File: src/rtl/sai_stat_pkg.sv
package sai_stat_pkg;
   localparam int STAT_W  = 19;
   localparam int NUM_ERR = 4;
   localparam int ERR_LO  = 8;
   // event-type (sticky) flags: 18..16 and 11..4
   localparam logic [STAT_W-1:0] STICKY_MASK = 19'h70FF0;
   // sticky flags that a plain status read clears
   localparam logic [STAT_W-1:0] MARKER_MASK = 19'h700F0;
   localparam logic [STAT_W-1:0] RESET_VAL   = 19'h03003;
endpackage

File: src/rtl/sai_evt_capture.sv
module sai_evt_capture #(
   parameter int W = 19
) (
   input  logic         clk,
   input  logic         rst_n,
   input  logic         capture_en,
   input  logic         commit,
   input  logic [W-1:0] ev_in,
   output logic [W-1:0] merged
);
   logic [W-1:0] pend_q;
   logic [W-1:0] ev_gated;

   assign ev_gated = capture_en ? ev_in : '0;
   assign merged   = pend_q | ev_gated;

   always_ff @(posedge clk) begin
      if (!rst_n)      pend_q <= '0;
      else if (commit) pend_q <= '0;
      else             pend_q <= pend_q | ev_gated;
   end
endmodule

File: src/rtl/sai_err_clear.sv
module sai_err_clear #(
   parameter int N = 4
) (
   input  logic         clk,
   input  logic         rst_n,
   input  logic         status_rd,
   input  logic [N-1:0] access,
   output logic [N-1:0] clr
);
   for (genvar i = 0; i < N; i++) begin : g_arm
      logic arm_q;
      assign clr[i] = arm_q & access[i];
      always_ff @(posedge clk) begin
         if (!rst_n) arm_q <= 1'b0;
         else        arm_q <= (arm_q & ~access[i]) | status_rd;
      end
   end
endmodule

File: src/rtl/sai_stat_bits.sv
module sai_stat_bits #(
   parameter int           W      = 19,
   parameter logic [W-1:0] STICKY = '0,
   parameter logic [W-1:0] RST    = '0
) (
   input  logic         clk,
   input  logic         rst_n,
   input  logic         commit,
   input  logic [W-1:0] lvl_src,
   input  logic [W-1:0] set_src,
   input  logic [W-1:0] clr,
   output logic [W-1:0] stat_q
);
   for (genvar i = 0; i < W; i++) begin : g_bit
      logic bit_q;
      logic bit_d;
      assign stat_q[i] = bit_q;
      if (STICKY[i]) begin : g_evt
         logic unused_lvl;
         assign unused_lvl = lvl_src[i];
         assign bit_d = (bit_q & ~clr[i]) | (commit & set_src[i]);
      end else begin : g_lvl
         logic unused_evt;
         assign unused_evt = set_src[i] | clr[i];
         assign bit_d = commit ? lvl_src[i] : bit_q;
      end
      always_ff @(posedge clk) begin
         if (!rst_n) bit_q <= RST[i];
         else        bit_q <= bit_d;
      end
   end
endmodule

File: src/rtl/sai_irq_mask.sv
module sai_irq_mask #(
   parameter int W = 19
) (
   input  logic [W-1:0] stat,
   input  logic [W-1:0] enable,
   output logic         irq
);
   assign irq = |(stat & enable);
endmodule

File: src/rtl/sai_irq_status.sv
module sai_irq_status
   import sai_stat_pkg::*;
#(
   parameter int REG_W  = 32,
   parameter int NUM_CH = 2
) (
   input  logic              clk,
   input  logic              rst_n,
   input  logic              port_en,
   input  logic              word_commit,
   input  logic [NUM_CH-1:0] rx_fifo_full,
   input  logic [NUM_CH-1:0] tx_fifo_empty,
   input  logic [NUM_CH-1:0] rx_data_ready,
   input  logic [NUM_CH-1:0] tx_data_empty,
   input  logic [NUM_CH-1:0] rx_overrun_ev,
   input  logic [NUM_CH-1:0] tx_underrun_ev,
   input  logic              tx_frame_ev,
   input  logic              rx_frame_ev,
   input  logic              tx_last_ev,
   input  logic              rx_last_ev,
   input  logic              cmd_addr_ev,
   input  logic              cmd_data_ev,
   input  logic              rx_tag_ev,
   input  logic              reg_rd,
   input  logic              reg_wr,
   input  logic              reg_addr,
   input  logic [REG_W-1:0]  reg_wdata,
   output logic [REG_W-1:0]  reg_rdata,
   input  logic [NUM_CH-1:0] rx_data_acc,
   input  logic [NUM_CH-1:0] tx_data_wr,
   output logic              irq
);
   localparam int PAD_W = REG_W - STAT_W;

   if (NUM_CH != 2) begin : g_bad_ch
      $error("sai_irq_status: the flag layout holds exactly two channels");
   end
   if (REG_W <= STAT_W) begin : g_bad_w
      $error("sai_irq_status: register width must exceed the flag count");
   end

   logic [STAT_W-1:0]  status_q;
   logic [STAT_W-1:0]  ien_q;
   logic [STAT_W-1:0]  ev_vec;
   logic [STAT_W-1:0]  lvl_vec;
   logic [STAT_W-1:0]  merged;
   logic [STAT_W-1:0]  clr_vec;
   logic [NUM_ERR-1:0] err_acc;
   logic [NUM_ERR-1:0] err_clr;
   logic               commit_now;
   logic               status_rd;
   logic               unused_wdata;

   assign commit_now   = port_en & word_commit;
   assign status_rd    = reg_rd & ~reg_addr;
   assign unused_wdata = ^reg_wdata[REG_W-1:STAT_W];

   assign ev_vec  = {cmd_addr_ev, cmd_data_ev, rx_tag_ev, 4'b0000,
                     rx_overrun_ev, tx_underrun_ev,
                     tx_frame_ev, rx_frame_ev, tx_last_ev, rx_last_ev, 4'b0000};
   assign lvl_vec = {3'b000, rx_data_ready, tx_data_empty, 8'h00,
                     rx_fifo_full, tx_fifo_empty};
   assign err_acc = {rx_data_acc, tx_data_wr};

   always_comb begin
      clr_vec = MARKER_MASK & {STAT_W{status_rd}};
      clr_vec[ERR_LO +: NUM_ERR] = err_clr;
   end

   sai_evt_capture #(.W(STAT_W)) u_capture (
      .clk(clk), .rst_n(rst_n), .capture_en(port_en), .commit(commit_now),
      .ev_in(ev_vec), .merged(merged)
   );

   sai_err_clear #(.N(NUM_ERR)) u_errclr (
      .clk(clk), .rst_n(rst_n), .status_rd(status_rd),
      .access(err_acc), .clr(err_clr)
   );

   sai_stat_bits #(.W(STAT_W), .STICKY(STICKY_MASK), .RST(RESET_VAL)) u_bits (
      .clk(clk), .rst_n(rst_n), .commit(commit_now), .lvl_src(lvl_vec),
      .set_src(merged), .clr(clr_vec), .stat_q(status_q)
   );

   sai_irq_mask #(.W(STAT_W)) u_irq (
      .stat(status_q), .enable(ien_q), .irq(irq)
   );

   always_ff @(posedge clk) begin
      if (!rst_n)                  ien_q <= '0;
      else if (reg_wr && reg_addr) ien_q <= reg_wdata[STAT_W-1:0];
   end

   assign reg_rdata = reg_addr ? {{PAD_W{1'b0}}, ien_q} : {{PAD_W{1'b0}}, status_q};
endmodule

File: config.mk
export PLATFORM = sky130hd
export DESIGN_NAME = sai_irq_status
export DESIGN_NICKNAME = d
export VERILOG_FILES = /design/src/rtl/sai_stat_pkg.sv /design/src/rtl/sai_evt_capture.sv /design/src/rtl/sai_err_clear.sv /design/src/rtl/sai_stat_bits.sv /design/src/rtl/sai_irq_mask.sv /design/src/rtl/sai_irq_status.sv
export SDC_FILE = /design/constraint.sdc
export NUM_CORES = 1
export LEC_CHECK = 0
export BUFFER_PORTS_ARGS = -buffer_cell sky130_fd_sc_hd__buf_2
export CORE_ASPECT_RATIO = 0.9
export CORE_MARGIN = 1.5
export CORE_UTILIZATION = 30
export CTS_CLUSTER_SIZE = 14
export DETAILED_ROUTE_END_ITERATION = 10
export SLEW_MARGIN = 5
export SYNTH_ARGS = -nofsm -noshare
export SYNTH_HDL_FRONTEND = slang
export SYNTH_HIERARCHICAL = 1
export SYNTH_SLANG_ARGS = --single-unit
File: constraint.sdc
create_clock -name clk -period 2.2 [get_ports clk]
set_input_delay 0.11 -clock clk [delete_from_list [all_inputs] [get_ports clk]]
set_output_delay 0.11 -clock clk [all_outputs]
set_load 0.005 [all_outputs]
==> flow_summary.json <==
{
  "result_of_the_run": "complete, no violations",
  "maximum_operating_frequency_mhz": 631,
  "final.hold.worst_slack_ps": 9.81,
  "cp_max_fo": 3,
  "initial_utilization_pct": 31.0,
  "dp_hpwl_mm": 4.56,
  "postRouteWirelength_mm": 6.04,
  "clkPwrFrac_pct": 37.6,
  "post_cts_hold_buffer_count": 0,
  "grt_max_degree": 35,
  "max_cap_violations": 0,
  "cts_tree": "built",
  "ctsRootBufferMaster": "clkbuf_8",
  "dpl.cell_count": 435,
  "worst-endpoint-arrival_ps": 1470,
  "final_cells": 443,
  "numCtsBuffers": 5,
  "p_int_mw": 1.60,
  "worst_path_largest_cell_delay_ps": 340,
  "seqPwrFrac_pct": 49.4,
  "setup_viol": 0,
  "num_vias": 1968,
  "n_antenna_cell": 0,
  "critical_path.startpoint_type": "flop",
  "antenna_left": 0,
  "worstSetupPathType": "reg -> out",
  "crit_slowest_cell": "dfxtp_1",
  "rows": 32,
  "max_slew.worst_pin.slew_ps": 704,
  "post_cts_resize_count": 0,
  "globalRouteOverflowTotal": 0,
  "reg2reg_setup_slack_ps": 1380,
  "p_leak_nw": 1.29,
  "die_span_in_y_um": 92.7,
  "post-route-period-util_pct": 72.0,
  "clock_sink_count": 53,
  "placeableCoreArea_um2": 8650,
  "viasPerCell": 4.44,
  "track_usage_pct": 13.3,
  "skew_pair_late_insertion_delay_ps": 310,
  "cp.required_ps": 2090,
  "dpl_worst_slack_ps": 640,
  "htree_num_levels": 2,
  "dieArea_um2": 9520,
  "wire_per_inst_um": 13.6,
  "power_frac_comb_pct": 13.1,
  "maximum_ir_drop_on_the_vdd_rail_v": 0.000281,
  "worstPathBufferInverterCount": 1,
  "die_width_um": 103,
  "hold_viol": 0,
  "synth_cells": 281,
  "synthesis.area_per_instance_um2": 9.55,
  "slew_viol_final": 0,
  "switching_share_pct": 23.8,
  "path_cells": "a22oi_1, nand4_1, nor3_1, nand2_1, buf_2",
  "max_slew_margin_pct": 53.0,
  "switching_power_uw": 501,
  "power.density_cell_area_nw_per_um2": 700,
  "setup_tns_after_final_layout_ps": 0,
  "timing.clock.skew_ps": 6.99,
  "synthesis.yosys.warnings": 6,
  "grt_pass1_vias": 1944,
  "residual_drc_count": 0,
  "synth.cell_area_um2": 2680,
  "worst_hold_path_type": "in -> reg",
  "grt_setup_unrepaired": "no",
  "max_buffers_root_to_sink": 2,
  "layout_min_cycle_time_ps": 1580,
  "grt_first_pass_wirelength_mm": 9.63,
  "detail_route.iter0.violations": 76,
  "io_port_bufs": 68,
  "first_pass_iters": 4,
  "proportion_of_layout_cells_with_a_drive_suffix_above_1_pct": 38.3,
  "antenna_found_initial": 0,
  "area_delta_synth_final_pct": 12.1,
  "clk_pin_slew_worst_paths_ps": 100,
  "critical_path.endpoint_type": "primary output",
  "fin_ws_ps": 616,
  "postCtsSetupBuffers": 0,
  "globalplace.congestion": 0.771,
  "boundary_pin_count": 95,
  "critical-path-top-delay-family": "simple AND/OR/NAND/NOR gates",
  "design.final.nets": 385
}
[per-stage QoR]
step / util [%] / cell area (µm²) / power [mW]
floorplan: - / 2730 / 1.28
global placement: 33.2 / 2870 / 1.33
detailed placement: 33.2 / 2870 / 1.34
global route: 34.8 / 3010 / 2.20
CTS: 34.8 / 3010 / 2.13
finish: 34.8 / 3010 / 2.11
[routing by layer]
layer / global-route usage [%] / vias to the layer above / share of wire, %
met4: 3.08 / 0 / 0.91
met5: 0 / - / 0
li1: - / 1004 / -
met3: 3.62 / 6 / 5.0
met1: 17.8 / 913 / 48
met2: 21.0 / 45 / 46
[flip-flops by register name, indices dropped and copies added (netlist names)]
register              count
ien_q                    19
u_bits/g_bit.bit_q       19
u_capture/pend_q         11
u_errclr/g_arm.arm_q      4
[power groups by stage]
| stage | combinational [mW] | sequential (mW) | clock, mW |
|---|---|---|---|
| 2_1_floorplan | 0.228 | 1.05 | 0 |
| 3_3_place_gp | 0.276 | 1.06 | 0 |
| 3_5_place_dp | 0.278 | 1.06 | 0 |
| 4_1_cts | 0.280 | 1.04 | 0.808 |
| 5_1_grt | 0.308 | 1.05 | 0.848 |
| 6_report | 0.275 | 1.04 | 0.791 |
[final cells by class]
cell class | count | area (µm²)
Fill cell | 943 | 5640
Multi-Input combinational cell | 190 | 1280
Sequential cell | 53 | 1060
Timing Repair Buffer | 73 | 378
Tap cell | 119 | 149
Clock buffer | 5 | 68.8
Clock inverter | 3 | 68.8
[placed cells by master, fill, tap and decap left out, drive strengths merged, types with 11 or more instances in the layout]
cell	instances
mux2	19
a21boi	11
o21ai	19
a21o	11
nor2b	20
nand2b	12
buf	73
nand4	20
nand2	37
dfxtp	53
conb	13
[worst min-delay path: stages]
cell	delay, ps
buf_2	80
mux2i_1	50
nand2_1	60
[final timing paths]
kind | from | to | cells after the start
setup / recovery | u_bits/g_bit[11].bit_q | irq | 5
hold / removal | tx_data_empty[0] | u_bits/g_bit[12].bit_q | 3
setup reg to reg | u_errclr/g_arm[3].arm_q | u_bits/g_bit[11].bit_q | 3
hold reg to reg | ien_q[7] | ien_q[7] | 2
(Power assumes the default switching activity.)
